`config.mk`:
```
export PLATFORM = sky130hd
export DESIGN_NAME = hz_ctrl
export DESIGN_NICKNAME = d
export VERILOG_FILES = /design/src/rtl/hz_pkg.sv /design/src/rtl/hz_fwd_sel.sv /design/src/rtl/hz_detect.sv /design/src/rtl/hz_pipe_ctl.sv /design/src/rtl/hz_ctrl.sv
export SDC_FILE = /design/constraint.sdc
export NUM_CORES = 1
export LEC_CHECK = 0
export CORE_ASPECT_RATIO = 0.6
export CORE_MARGIN = 5
export CORE_UTILIZATION = 40
export DETAILED_ROUTE_END_ITERATION = 8
export GPL_ROUTABILITY_DRIVEN = 0
export PLACE_DENSITY = 0.91
export SETUP_SLACK_MARGIN = 0.2
export SYNTH_ARGS = -nofsm -noshare
export SYNTH_HDL_FRONTEND = slang
export SYNTH_SLANG_ARGS = --single-unit
```
`constraint.sdc`:
```
create_clock -name vclk -period 1.66
set_input_delay 0.166 -clock vclk [all_inputs]
set_output_delay 0.166 -clock vclk [all_outputs]
set_load 0.005 [all_outputs]
```
`src/rtl/hz_pkg.sv`:
```
package hz_pkg;
  localparam int FWD_W = 3;
  typedef enum logic [FWD_W-1:0] {
    FWD_RF    = 3'd0,
    FWD_E_ALU = 3'd1,
    FWD_M_MEM = 3'd2,
    FWD_M_ALU = 3'd3,
    FWD_W_MEM = 3'd4,
    FWD_W_ALU = 3'd5
  } fwd_e;

  localparam int NSTG = 5;
  typedef enum int { STG_P = 0, STG_D = 1, STG_E = 2, STG_M = 3, STG_W = 4 } stg_e;
endpackage

```
`src/rtl/hz_fwd_sel.sv`:
```
module hz_fwd_sel #(
  parameter int REG_W = 4
) (
  input  logic                    clk_i,
  input  logic                    rst_ni,
  input  logic [REG_W-1:0]        src_i,
  input  logic [REG_W-1:0]        e_dst_e_i,
  input  logic [REG_W-1:0]        m_dst_e_i,
  input  logic [REG_W-1:0]        m_dst_m_i,
  input  logic [REG_W-1:0]        w_dst_e_i,
  input  logic [REG_W-1:0]        w_dst_m_i,
  output logic [hz_pkg::FWD_W-1:0] sel_o
);
  import hz_pkg::*;
  localparam logic [REG_W-1:0] NO_REG = '1;

  logic live;
  assign live = (src_i != NO_REG);

  // youngest producer wins; memory result before ALU result within a stage
  always_comb begin
    sel_o = FWD_RF;
    if (live) begin
      if      (src_i == e_dst_e_i) sel_o = FWD_E_ALU;
      else if (src_i == m_dst_m_i) sel_o = FWD_M_MEM;
      else if (src_i == m_dst_e_i) sel_o = FWD_M_ALU;
      else if (src_i == w_dst_m_i) sel_o = FWD_W_MEM;
      else if (src_i == w_dst_e_i) sel_o = FWD_W_ALU;
    end
  end


  noreg_fwd_chk: assert property (@(posedge clk_i) disable iff (!rst_ni)
    (src_i == NO_REG) |-> (sel_o == FWD_RF));

  fwd_e_match_chk: assert property (@(posedge clk_i) disable iff (!rst_ni)
    (sel_o == FWD_E_ALU) |-> (e_dst_e_i == src_i));

  fwd_m_prio_chk: assert property (@(posedge clk_i) disable iff (!rst_ni)
    (sel_o == FWD_M_ALU) |-> (m_dst_m_i != src_i && e_dst_e_i != src_i));
endmodule

```
`src/rtl/hz_detect.sv`:
```
module hz_detect #(
  parameter int             REG_W   = 4,
  parameter int             OP_W    = 4,
  parameter logic [OP_W-1:0] OP_LOAD = 4'h5,
  parameter logic [OP_W-1:0] OP_POP  = 4'hB,
  parameter logic [OP_W-1:0] OP_RET  = 4'h9
) (
  input  logic [OP_W-1:0]  d_icode_i,
  input  logic [REG_W-1:0] d_src_a_i,
  input  logic [REG_W-1:0] d_src_b_i,
  input  logic [OP_W-1:0]  e_icode_i,
  input  logic [REG_W-1:0] e_dst_m_i,
  input  logic [OP_W-1:0]  m_icode_i,
  output logic             load_use_o,
  output logic             ret_pend_o
);
  localparam logic [REG_W-1:0] NO_REG = '1;

  logic e_is_rd;
  assign e_is_rd    = (e_icode_i == OP_LOAD) || (e_icode_i == OP_POP);
  assign load_use_o = e_is_rd && (e_dst_m_i != NO_REG) &&
                      ((e_dst_m_i == d_src_a_i) || (e_dst_m_i == d_src_b_i));
  assign ret_pend_o = (d_icode_i == OP_RET) || (e_icode_i == OP_RET) ||
                      (m_icode_i == OP_RET);
endmodule

```
`src/rtl/hz_pipe_ctl.sv`:
```
module hz_pipe_ctl (
  input  logic                    clk_i,
  input  logic                    rst_ni,
  input  logic                    load_use_i,
  input  logic                    ret_pend_i,
  input  logic                    mispredict_i,
  output logic [hz_pkg::NSTG-1:0] stall_o,
  output logic [hz_pkg::NSTG-1:0] bubble_o
);
  import hz_pkg::*;

  logic lu, rw;
  assign lu = load_use_i && !mispredict_i;  // squash wins
  assign rw = ret_pend_i && !mispredict_i;

  always_comb begin
    stall_o  = '0;
    bubble_o = '0;
    stall_o[STG_P]  = lu || rw;
    stall_o[STG_D]  = lu;
    bubble_o[STG_D] = mispredict_i || (rw && !lu);
    bubble_o[STG_E] = mispredict_i || lu;
  end

  genvar g;
  generate
    for (g = 0; g < NSTG; g++) begin : g_excl

      sb_excl_chk: assert property (@(posedge clk_i) disable iff (!rst_ni)
        !(stall_o[g] && bubble_o[g]));
    end
  endgenerate


  squash_chk: assert property (@(posedge clk_i) disable iff (!rst_ni)
    mispredict_i |-> (stall_o == '0 && bubble_o[STG_D] && bubble_o[STG_E]));

  interlock_chk: assert property (@(posedge clk_i) disable iff (!rst_ni)
    (load_use_i && !mispredict_i) |-> (stall_o[STG_P] && stall_o[STG_D] && bubble_o[STG_E]));

  ret_hold_chk: assert property (@(posedge clk_i) disable iff (!rst_ni)
    (ret_pend_i && !load_use_i && !mispredict_i) |-> (stall_o[STG_P] && bubble_o[STG_D]));
endmodule

```
`src/rtl/hz_ctrl.sv`:
```
module hz_ctrl #(
  parameter int             REG_W   = 4,
  parameter int             OP_W    = 4,
  parameter logic [OP_W-1:0] OP_LOAD = 4'h5,
  parameter logic [OP_W-1:0] OP_POP  = 4'hB,
  parameter logic [OP_W-1:0] OP_RET  = 4'h9
) (
  input  logic             clk_i,
  input  logic             rst_ni,
  input  logic [OP_W-1:0]  d_icode_i,
  input  logic [REG_W-1:0] d_src_a_i,
  input  logic [REG_W-1:0] d_src_b_i,
  input  logic [OP_W-1:0]  e_icode_i,
  input  logic [REG_W-1:0] e_dst_e_i,
  input  logic [REG_W-1:0] e_dst_m_i,
  input  logic             e_mispredict_i,
  input  logic [OP_W-1:0]  m_icode_i,
  input  logic [REG_W-1:0] m_dst_e_i,
  input  logic [REG_W-1:0] m_dst_m_i,
  input  logic [REG_W-1:0] w_dst_e_i,
  input  logic [REG_W-1:0] w_dst_m_i,
  output logic             p_stall_o,
  output logic             p_bubble_o,
  output logic             d_stall_o,
  output logic             d_bubble_o,
  output logic             e_stall_o,
  output logic             e_bubble_o,
  output logic             m_stall_o,
  output logic             m_bubble_o,
  output logic             w_stall_o,
  output logic             w_bubble_o,
  output logic [2:0]       fwd_a_o,
  output logic [2:0]       fwd_b_o
);
  import hz_pkg::*;
  localparam int NOPS = 2;

  logic load_use, ret_pend;
  logic [NSTG-1:0] stall, bubble;
  logic [REG_W-1:0] src [NOPS];
  logic [FWD_W-1:0] fwd [NOPS];

  hz_detect #(.REG_W(REG_W), .OP_W(OP_W), .OP_LOAD(OP_LOAD), .OP_POP(OP_POP),
              .OP_RET(OP_RET)) u_det (
    .d_icode_i (d_icode_i), .d_src_a_i (d_src_a_i), .d_src_b_i (d_src_b_i),
    .e_icode_i (e_icode_i), .e_dst_m_i (e_dst_m_i), .m_icode_i (m_icode_i),
    .load_use_o(load_use),  .ret_pend_o(ret_pend)
  );

  hz_pipe_ctl u_ctl (
    .clk_i(clk_i), .rst_ni(rst_ni), .load_use_i(load_use), .ret_pend_i(ret_pend),
    .mispredict_i(e_mispredict_i), .stall_o(stall), .bubble_o(bubble)
  );

  assign src[0] = d_src_a_i;
  assign src[1] = d_src_b_i;

  genvar g;
  generate
    for (g = 0; g < NOPS; g++) begin : g_op
      hz_fwd_sel #(.REG_W(REG_W)) u_fwd (
        .clk_i(clk_i), .rst_ni(rst_ni), .src_i(src[g]),
        .e_dst_e_i(e_dst_e_i), .m_dst_e_i(m_dst_e_i), .m_dst_m_i(m_dst_m_i),
        .w_dst_e_i(w_dst_e_i), .w_dst_m_i(w_dst_m_i), .sel_o(fwd[g])
      );
    end
  endgenerate

  assign fwd_a_o    = fwd[0];
  assign fwd_b_o    = fwd[1];
  assign p_stall_o  = stall[STG_P];
  assign p_bubble_o = bubble[STG_P];
  assign d_stall_o  = stall[STG_D];
  assign d_bubble_o = bubble[STG_D];
  assign e_stall_o  = stall[STG_E];
  assign e_bubble_o = bubble[STG_E];
  assign m_stall_o  = stall[STG_M];
  assign m_bubble_o = bubble[STG_M];
  assign w_stall_o  = stall[STG_W];
  assign w_bubble_o = bubble[STG_W];


  mw_normal_chk: assert property (@(posedge clk_i) disable iff (!rst_ni)
    !(m_stall_o || m_bubble_o || w_stall_o || w_bubble_o));

  stall_src_chk: assert property (@(posedge clk_i) disable iff (!rst_ni)
    d_stall_o |-> (e_dst_m_i != '1 && (e_dst_m_i == d_src_a_i || e_dst_m_i == d_src_b_i)));
endmodule

```
==> results of run 1 <==
## Yosys cell counts
cell type,count
a221o_1,1
nand2_1,1
conb_1,1
or3b_1,1
nor3_1,2
nand3b_1,1
xnor2_1,32
nor3_2,1
buf_6,3
o21a_1,1
and4_1,4
and2_1,2
nand2b_1,4
nor2_1,5
nor4_1,2
a211oi_1,2
a21oi_1,1
nor4bb_1,3
xor2_1,16
nor4_4,2
a2111oi_2,1
a2111oi_1,1
buf_4,11
nand4_1,9
## per-stage QoR
stage / hold WS (ns) / utilization / setup slack, ns
after CTS: 0.969 / 0.945 / 0.0391
after detailed placement: 1.37 / 0.722 / -0.756
after floorplan: 0.360 / - / 0.386
after global placement: 1.35 / 0.722 / -0.631
## cells by family after synthesis
logic type,synth area share
AOI/OAI and AO/OA,0.0714
xor gates and xnor gates,0.480
buffers and inverters,0.133
other,0.00428
and+or+nand+nor,0.311
## repair_timing
| action | in CTS |
|---|---|
| hold buffers | 0 |
| gates resized for setup | 220 |
| endpoints found under the setup margin | 10 |
| pin swaps | 46 |
| buffers inserted | 22 |
==> impl_results.md, run 1 <==
- Post-Syn Area: 876 um2
- Synth cell types: 24
- Yosys warns: 0
- Largest net degree at the start of global routing: 8
- # port buffers: 55
- Ports: 63
- Worst endpoint type: output port
- # rows: 13
- Yosys top cell area share: 0.320
- Placed cell area: 0.00154 mm2
- Dominant cells by area after synthesis: xnor2_1 32%, xor2_1 16%, buf_4 9.4%, nand4_1 6.4%, nor4_4 4.9%
- Register area share after synthesis: 0
- Mapped Cells: 107
- Worst_ep grt: p_stall_o
- Synthesized area per cell: roughly 8.2 um2
- DP Cell Count: a little over 200
- Err: [ERROR DPL-0038] Utilization greater than 100%, impossible to legalize
- Initial Util: 0.411
- Die H: roughly 46 um
- Final HPWL DP: 2.88 mm
- Post-synth top area cell: xnor2_1
- Status: did not finish
- Die width: 70.4 um
- Last stage: 5_1_grt
==> run 2, diff against run 1 <==
--- a/config.mk
+++ b/config.mk
@@ -5,13 +5,11 @@
 export SDC_FILE = /design/constraint.sdc
 export NUM_CORES = 1
 export LEC_CHECK = 0
-export CORE_ASPECT_RATIO = 0.6
-export CORE_MARGIN = 5
-export CORE_UTILIZATION = 40
+export CORE_AREA = 5 5 66 68
 export DETAILED_ROUTE_END_ITERATION = 8
+export DIE_AREA = 0 0 71 73
 export GPL_ROUTABILITY_DRIVEN = 0
-export PLACE_DENSITY = 0.91
-export SETUP_SLACK_MARGIN = 0.2
+export PLACE_DENSITY_LB_ADDON = 0.15
 export SYNTH_ARGS = -nofsm -noshare
 export SYNTH_HDL_FRONTEND = slang
 export SYNTH_SLANG_ARGS = --single-unit
==> impl_results.md, run 2 <==
- Die width: between 70 and 80 um
- Critical path required time: approximately 1.5 ns
- CP Cell Sequence: buf_2 > buf_6 > buf_4 > xnor2_1 > nand4_1 > a2111oi_4 > buf_2
- DRT iter0 DRCs: 5
- Die Area: a little over 0.005 mm2
- CLK BUF: 0
- Post-synth top area cell: xnor2_1
- Multi-input logic area: roughly 910 um2
- Pwr dens: 262 mW/mm2
- Yosys warns: 0
- Largest family of logic cells by synthesized area: XOR/XNOR gates
- Final WS setup: 0.0605 ns
- Synthesized area per cell: 8.19 um2
- Pre-Repair DR Iteration Count: 2
- Post-Synth XOR/XNOR Area: 0.480
- DP Cell Count: 225
- NumNets Final: 234
- Fin. Hold Viols: 0
- P_leak: just over 0.7 nW
- Tmin final: 1.60 ns
- Vias: about 1000
- Initial antenna violation count: 0
- Final Cycle Share: 0.964
- GRT Util Overall: 0.122
- First-pass GRT wire length: 5.18 mm
- Synth cell count leaders: 32 x xnor2_1, 16 x xor2_1, 11 x buf_4
- Max_cap viols: 0
- Initial Util: 0.231
- Final setup fails: 0
- Post-CTS Hold Buffers: 0
- Ports: 63
- Commonest non-fill, non-tap cell in the layout: xnor2_1
- Mapped Cells: 107
- Yosys top cell area share: 0.320
- Crit end category: output pin
- Area growth syn-to-layout: 91.4%
- Post-route non-filler standard cell count: 235
- Mux cell area share after synthesis: 0
- Num sequential: 0
- Vias per Instance: 4.39
- Worst-path maximum fanout: 3
- Dominant cell by count in the synthesized netlist: xnor2_1
- WL/cell: 14.0 um
- Placed cell area: 0.00156 mm2
- Largest net degree at the start of global routing: 6
- Crit start category: primary input
- Peak VDD IR: 0.000108 V
- Status: finished, final reports clean
- Post-Syn Area: 876 um2
- Pre-CTS WS: -0.739 ns
- Post-synthesis simple-gate area fraction: 0.311
- Core Region: 0.00380 mm2
- Share of cells above drive strength 1: 0.449
- Largest stage delay on the critical path: 0.36 ns
- Synth Area in Compound Gates: 0.0714
- Number of global-route vias before repair: 1139
- Final HPWL DP: ~2.8 mm
- # port buffers: 55
- Design Area, Final: around 0.0017 mm2
- RSZ-0062 raised after global routing: true
- Worst path arrival time: about 1.4 ns
- FILL cells: 398
- Leading cell types in the layout, fill and taps excluded: 27 x xnor2_1, 26 x buf_4, 16 x buf_2
- Post-Synth Adder-Cell Area: 0
- CP delay by family, top: buffers and inverters
- Worst min path class: in2out
- Die H: 73 um
- # rows: 23
- Dominant cells by area after synthesis: xnor2_1 32%, xor2_1 16%, buf_4 9.4%, nand4_1 6.4%, nor4_4 4.9%
- Worst path bufs/invs: 4
- Total power: 0.439 mW
- WL final: 3.29 mm
- DRC viols: 0
- Register area: 0 um2
- Ant. Diodes: 0
- Crit-path slowest cell: a2111oi_4
- Most frequent CP cell: buf_2
- Crit path kind: in2out
- Slew Limit Fails: 0
- Register area share after synthesis: 0
- DRT antenna net count: 0
- Peak Freq: 0.625 GHz
- GRT Residual Overflow: 0
- Synth cell types: 24
## run 2: cell counts after synthesis
No cell type changed its count.
## run 2: area by class of cell
cell class                      count  area share
Tap cell                           50      0.0373
Timing Repair Buffer               87       0.422
Multi-Input combinational cell     98       0.541
## run 2: per-layer routing
metal / vias up / part of all wire / track usage
met5: - / 0 / 0
met4: 0 / 0.0046 / 0.00626
met3: 2 / 0.070 / 0.0193
met2: 44 / 0.52 / 0.236
met1: 470 / 0.41 / 0.147
li1: 516 / - / -
## run 2: power breakdown
group	switching, mW	internal (mW)	total, mW
registers	0	0	0
logic	0.189	0.251	0.439
clock network	0	0	0
## run 2: path summary, 6_finish.rpt
kind                      from         end  slack [ns]  cells after the start
hold / removal    e_icode_i[3]  d_bubble_o        0.93                      5
setup / recovery  d_src_a_i[3]  fwd_a_o[2]        0.06                      7
## run 2: logic make-up after synthesis
kind of cell           count (synthesis)
AND/OR/NAND/NOR                       37
XOR/XNOR                              48
other                                  1
AO/OA/AOI/OAI                          7
buffers and inverters                 14
## run 2: metrics by stage
stage	util	hold slack (ns)	TNS (ns)
floorplan	-	0.360	0
global placement	0.410	1.37	-6.26
detailed placement	0.410	1.36	-6.51
CTS	0.436	0.947	-0.000137
global route	0.441	0.975	-0.00440
finish	0.441	0.930	0
## run 2: timing repair
action / CTS / global route
setup buffers: 9 / 2
setup endpoints to repair: 10 / 6
gates resized for setup: 135 / 17
pin swaps: 21 / 11
(Power assumes the default switching activity.)
==> run 3, diff against run 2 <==
--- a/config.mk
+++ b/config.mk
@@ -10,6 +10,7 @@
 export DIE_AREA = 0 0 71 73
 export GPL_ROUTABILITY_DRIVEN = 0
 export PLACE_DENSITY_LB_ADDON = 0.15
+export SETUP_SLACK_MARGIN = 0.3
 export SYNTH_ARGS = -nofsm -noshare
 export SYNTH_HDL_FRONTEND = slang
 export SYNTH_SLANG_ARGS = --single-unit
==> impl_results.md, run 3 (synthesized netlist as in run 2, its figures left out) <==
- Max_cap viols: 0
- Initial Util: 0.231
- Ports: 63
- Slew Limit Fails: 0
- Register area: 0 um2
- Total power: 0.525 mW
- Met1 Usage GRT: 0.153
- Critical path required time: ~1.5 ns
- CLK BUF: 0
- Final setup TNS: 0 ns
- Core Region: about 0.0038 mm2
- Vias: 1057
- Busiest grt layer: met2
- Largest net degree at the start of global routing: 6
- FILL cells: ~370
- Pwr dens: 269 mW/mm2
- Global Route met3 Usage: 0.0207
- Worst min path class: in2out
- # rows: 23
- Share of cells above drive strength 1: 0.571
- Die H: 73 um
- Crit path kind: in2out
- Vias per Instance: 4.39
- Area growth syn-to-layout: 123%
- Fin. Hold Viols: 0
- GRT Residual Overflow: 0
- DRT antenna net count: 0
- NumNets Final: 240
- Final HPWL DP: 2.76 mm
- Crit end category: output pin
- Final Cycle Share: 0.965
- RSZ-0062 raised after global routing: true
- Status: finished, final reports clean
- Multi-input logic area: 0.00109 mm2
- Leading cell types in the layout, fill and taps excluded: 23 x buf_2, 23 x buf_4, 19 x xnor2_1
- Hold slack final: 0.857 ns
- WL/cell: 14.2 um
- Final setup fails: 0
- Die width: 71 um
- First-pass GRT wire length: between 5 and 6 mm
- Pre-CTS WS: -0.739 ns
- Final WS setup: 0.0584 ns
- GRT Util Overall: 0.127
- Grt met2 use: 0.251
- DRC viols: 0
- Peak VDD IR: 0.000127 V
- Crit start category: primary input
- Initial antenna violation count: 0
- P_leak: about 0.83 nW
- DRT iter0 DRCs: 15
- Worst-path maximum fanout: 3
- Peak Freq: 0.624 GHz
- Worst path arrival time: 1.44 ns
- Pre-Repair DR Iteration Count: 3
- Hold path cells: 5
- Die Area: 0.00518 mm2
- Core Util, Final: 0.514
- Num sequential: 0
- WL final: 3.42 mm
- Tmin final: 1.60 ns
- Ant. Diodes: 0
- Number of global-route vias before repair: around 1200
- # port buffers: 55
==> run 3: cell count changes in the layout (fill, tap and decap cells not counted), moves of 7 or more <==
cell | previous run | this run
xnor2_2 | 5 | 13
buf_8 | 0 | 7
xnor2_1 | 27 | 19
buf_6 | 8 | 18
clkdlybuf4s15_2 | 7 | 0
buf_2 | 16 | 23
==> run 3: report_power, final <==
part	switching, mW	total (mW)	internal [mW]
Clock	0	0	0
Sequential	0	0	0
Combinational	0.220	0.525	0.304
==> run 3: worst paths after layout <==
check / startpoint / to / slack (ns)
max: d_src_a_i[0] / d_bubble_o / 0.06
min: e_icode_i[3] / e_bubble_o / 0.86
==> run 3: metal layers <==
| layer | share of wire | vias to the layer above |
|---|---|---|
| li1 | - | 529 |
| met1 | 0.39 | 484 |
| met2 | 0.53 | 44 |
| met3 | 0.073 | 0 |
| met4 | 0 | 0 |
| met5 | 0 | - |
==> run 3: worst max-delay path, stage by stage <==
cell	delay [ns]
buf_6	0.10
buf_4	0.13
xnor2_2	0.11
nand4_1	0.11
a221o_1	0.39
buf_4	0.14
o21a_1	0.16
buf_2	0.12
==> run 3: area by class of cell <==
class / count / area share
multi-input cells: 98 / 0.559
repair buffers: 93 / 0.409
well taps: 50 / 0.0320
==> run 3: per-stage QoR <==
step	instances	instance area [um2]
3_5_place_dp	225	1560
3_3_place_gp	225	1560
4_1_cts	237	1810
5_1_grt	241	1950
2_1_floorplan	112	895
6_report	241	1950
==> run 3: timing repair <==
action | 4_1_cts | 5_1_grt
gates resized for setup | 204 | 24
pin swaps | 40 | 17
endpoints found under the setup margin | 10 | 10
hold buffers | 0 | 0
cloned | 0 | 0
setup buffers | 12 | 4
==> run 4, diff against run 3 <==
--- a/config.mk
+++ b/config.mk
@@ -5,9 +5,12 @@
 export SDC_FILE = /design/constraint.sdc
 export NUM_CORES = 1
 export LEC_CHECK = 0
-export CORE_AREA = 5 5 66 68
+export ABC_AREA = 1
+export CELL_PAD_IN_SITES_DETAIL_PLACEMENT = 1
+export CELL_PAD_IN_SITES_GLOBAL_PLACEMENT = 1
+export CORE_MARGIN = 5
+export CORE_UTILIZATION = 25
 export DETAILED_ROUTE_END_ITERATION = 8
-export DIE_AREA = 0 0 71 73
 export GPL_ROUTABILITY_DRIVEN = 0
 export PLACE_DENSITY_LB_ADDON = 0.15
 export SETUP_SLACK_MARGIN = 0.3
==> impl_results.md, run 4 <==
- # rows: 22
- Post-synth top area cell: xnor2_1
- GRT Residual Overflow: 0
- First-pass GRT wire length: 6.74 mm
- Fin. Hold Viols: 0
- Area growth syn-to-layout: 110%
- Number of global-route vias before repair: 1473
- Hold path cells: 6
- Synth cell count leaders: 62 x nand2_1, 36 x xnor2_1, 19 x inv_1
- Initial Util: 0.261
- Max_cap viols: 0
- Ant. Diodes: 0
- Leading cell types in the layout, fill and taps excluded: 54 x nand2_1, 27 x buf_6, 26 x xnor2_2
- Status: finished, final reports clean
- Initial antenna violation count: 0
- Post-Syn Area: approximately 960 um2
- Largest net degree at the start of global routing: 6
- Yosys top cell area share: 0.328
- Crit-path slowest cell: buf_4
- Crit end category: output pin
- Num sequential: 0
- Pwr dens: 271 mW/mm2
- Final Cycle Share: 0.875
- Mapped Cells: 172
- Register area share after synthesis: 0
- # port buffers: 55
- Post-CTS Hold Buffers: 0
- Pre-Repair DR Iteration Count: 4
- Register area: 0 um2
- Worst path arrival time: between 1 and 1.5 ns
- Worst min path class: in2out
- RSZ-0062 raised after global routing: true
- Synth cell types: 14
- Critical path required time: between 1 and 1.5 ns
- WL/cell: about 15 um
- DRT antenna net count: 0
- Die Area: 0.00519 mm2
- Peak Freq: about 0.7 GHz
- Core Util, Final: 0.547
- Commonest non-fill, non-tap cell in the layout: nand2_1
- Die H: 72.0 um
- Dominant cells by area after synthesis: xnor2_1 33%, nand2_1 24%, buf_6 9.4%, inv_1 7.4%, nand4_1 7.2%
- Vias per Instance: 4.49
- Peak VDD IR: 0.0000964 V
- Die width: 72.0 um
- CLK BUF: 0
- GRT Util Overall: 0.160
- Final HPWL DP: a little over 3 mm
- CP Cell Sequence: buf_6 > buf_6 > buf_4 > xnor2_2 > nand4_1 > nand2_1 > buf_6 > nand3_4 > nand2_2 > inv_2 > buf_2
- Slew Limit Fails: 0
- Largest stage delay on the critical path: 0.14 ns
- Most frequent CP cell: buf_6
- Worst-path maximum fanout: 3
- DRT iter0 DRCs: 9
- P_leak: between 1 and 1.5 nW
- WL final: 4.38 mm
- Hold Crit Endpoint: e_bubble_o
- Share of cells above drive strength 1: 0.482
- Final setup fails: 0
- NumNets Final: 298
- Synthesized area per cell: 5.59 um2
- Yosys warns: 0
- FILL cells: 478
- Vias: 1334
- Core Region: between 0.003 and 0.004 mm2
- Dominant cell by count in the synthesized netlist: nand2_1
- Ports: 63
- DRC viols: 0
- Final setup TNS: 0 ns
- Tmin final: 1.45 ns
- Multi-input logic area: 0.00107 mm2
- Crit path kind: in2out
- Crit start category: primary input
- Hold path start: e_icode_i[0]
## run 4: how the worst max path moves through the flow
stage	startpoint	to
after global placement	d_src_b_i[0]	p_stall_o
after global routing	w_dst_e_i[3]	fwd_a_o[0]
after CTS	d_src_a_i[2]	fwd_a_o[0]
after detailed placement	d_src_b_i[1]	fwd_b_o[2]
final	d_src_a_i[1]	d_bubble_o
after floorplan	d_src_b_i[1]	fwd_b_o[0]
## run 4: layout make-up
| type | count | share of cell area |
|---|---|---|
| Multi-Input combinational cell | 140 | 0.529 |
| Timing Repair Buffer | 86 | 0.399 |
| Tap cell | 48 | 0.0298 |
| Inverter | 23 | 0.0428 |
## run 4: what timing repair did
item | in CTS | in global routing
pin swaps | 46 | 44
resized for setup | 168 | 61
endpoints found under the setup margin | 10 | 10
setup buffers | 14 | 3
## run 4: power breakdown
group	internal, mW	switching, mW	leakage, nW	total [mW]
combinational	0.302	0.245	1.12	0.547
sequential	0	0	0	0
clock	0	0	0	0
## run 4: cells by family (layout without fill, tap and decap cells)
group | Yosys count | after routing | synth area share
AND/OR/NAND/NOR | 93 | 93 | 0.402
buffers and inverters | 37 | 109 | 0.230
XOR/XNOR | 36 | 36 | 0.328
AO/OA/AOI/OAI | 5 | 5 | 0.0364
other | 1 | 6 | 0.00390
## run 4: critical path: cells and delay by family
family	cells	cell delay, ns
XOR/XNOR	1	0.12
AND/OR/NAND/NOR	4	0.38
buffers and inverters	6	0.61
## run 4: per-layer routing
layer | vias up | wire (um) | global-route usage
met3 | 4 | 192 | 0.0111
met1 | 629 | 1650 | 0.178
li1 | 666 | - | -
met2 | 35 | 2500 | 0.340
met4 | 0 | 37 | 0.00626
met5 | - | 0 | 0
## run 4: stage by stage
stage / instance area, um2 / power (mW) / std cells / worst slack, ns / hold slack (ns)
CTS: 1880 / 0.490 / 294 / 0.236 / 0.887
global placement: 1560 / 0.403 / 280 / -0.421 / 1.34
finish: 2020 / 0.547 / 297 / 0.207 / 0.779
detailed placement: 1560 / 0.417 / 280 / -0.518 / 1.34
global route: 2020 / 0.589 / 297 / 0.0994 / 0.818
floorplan: 981 / 0.219 / 177 / 0.659 / 0.447
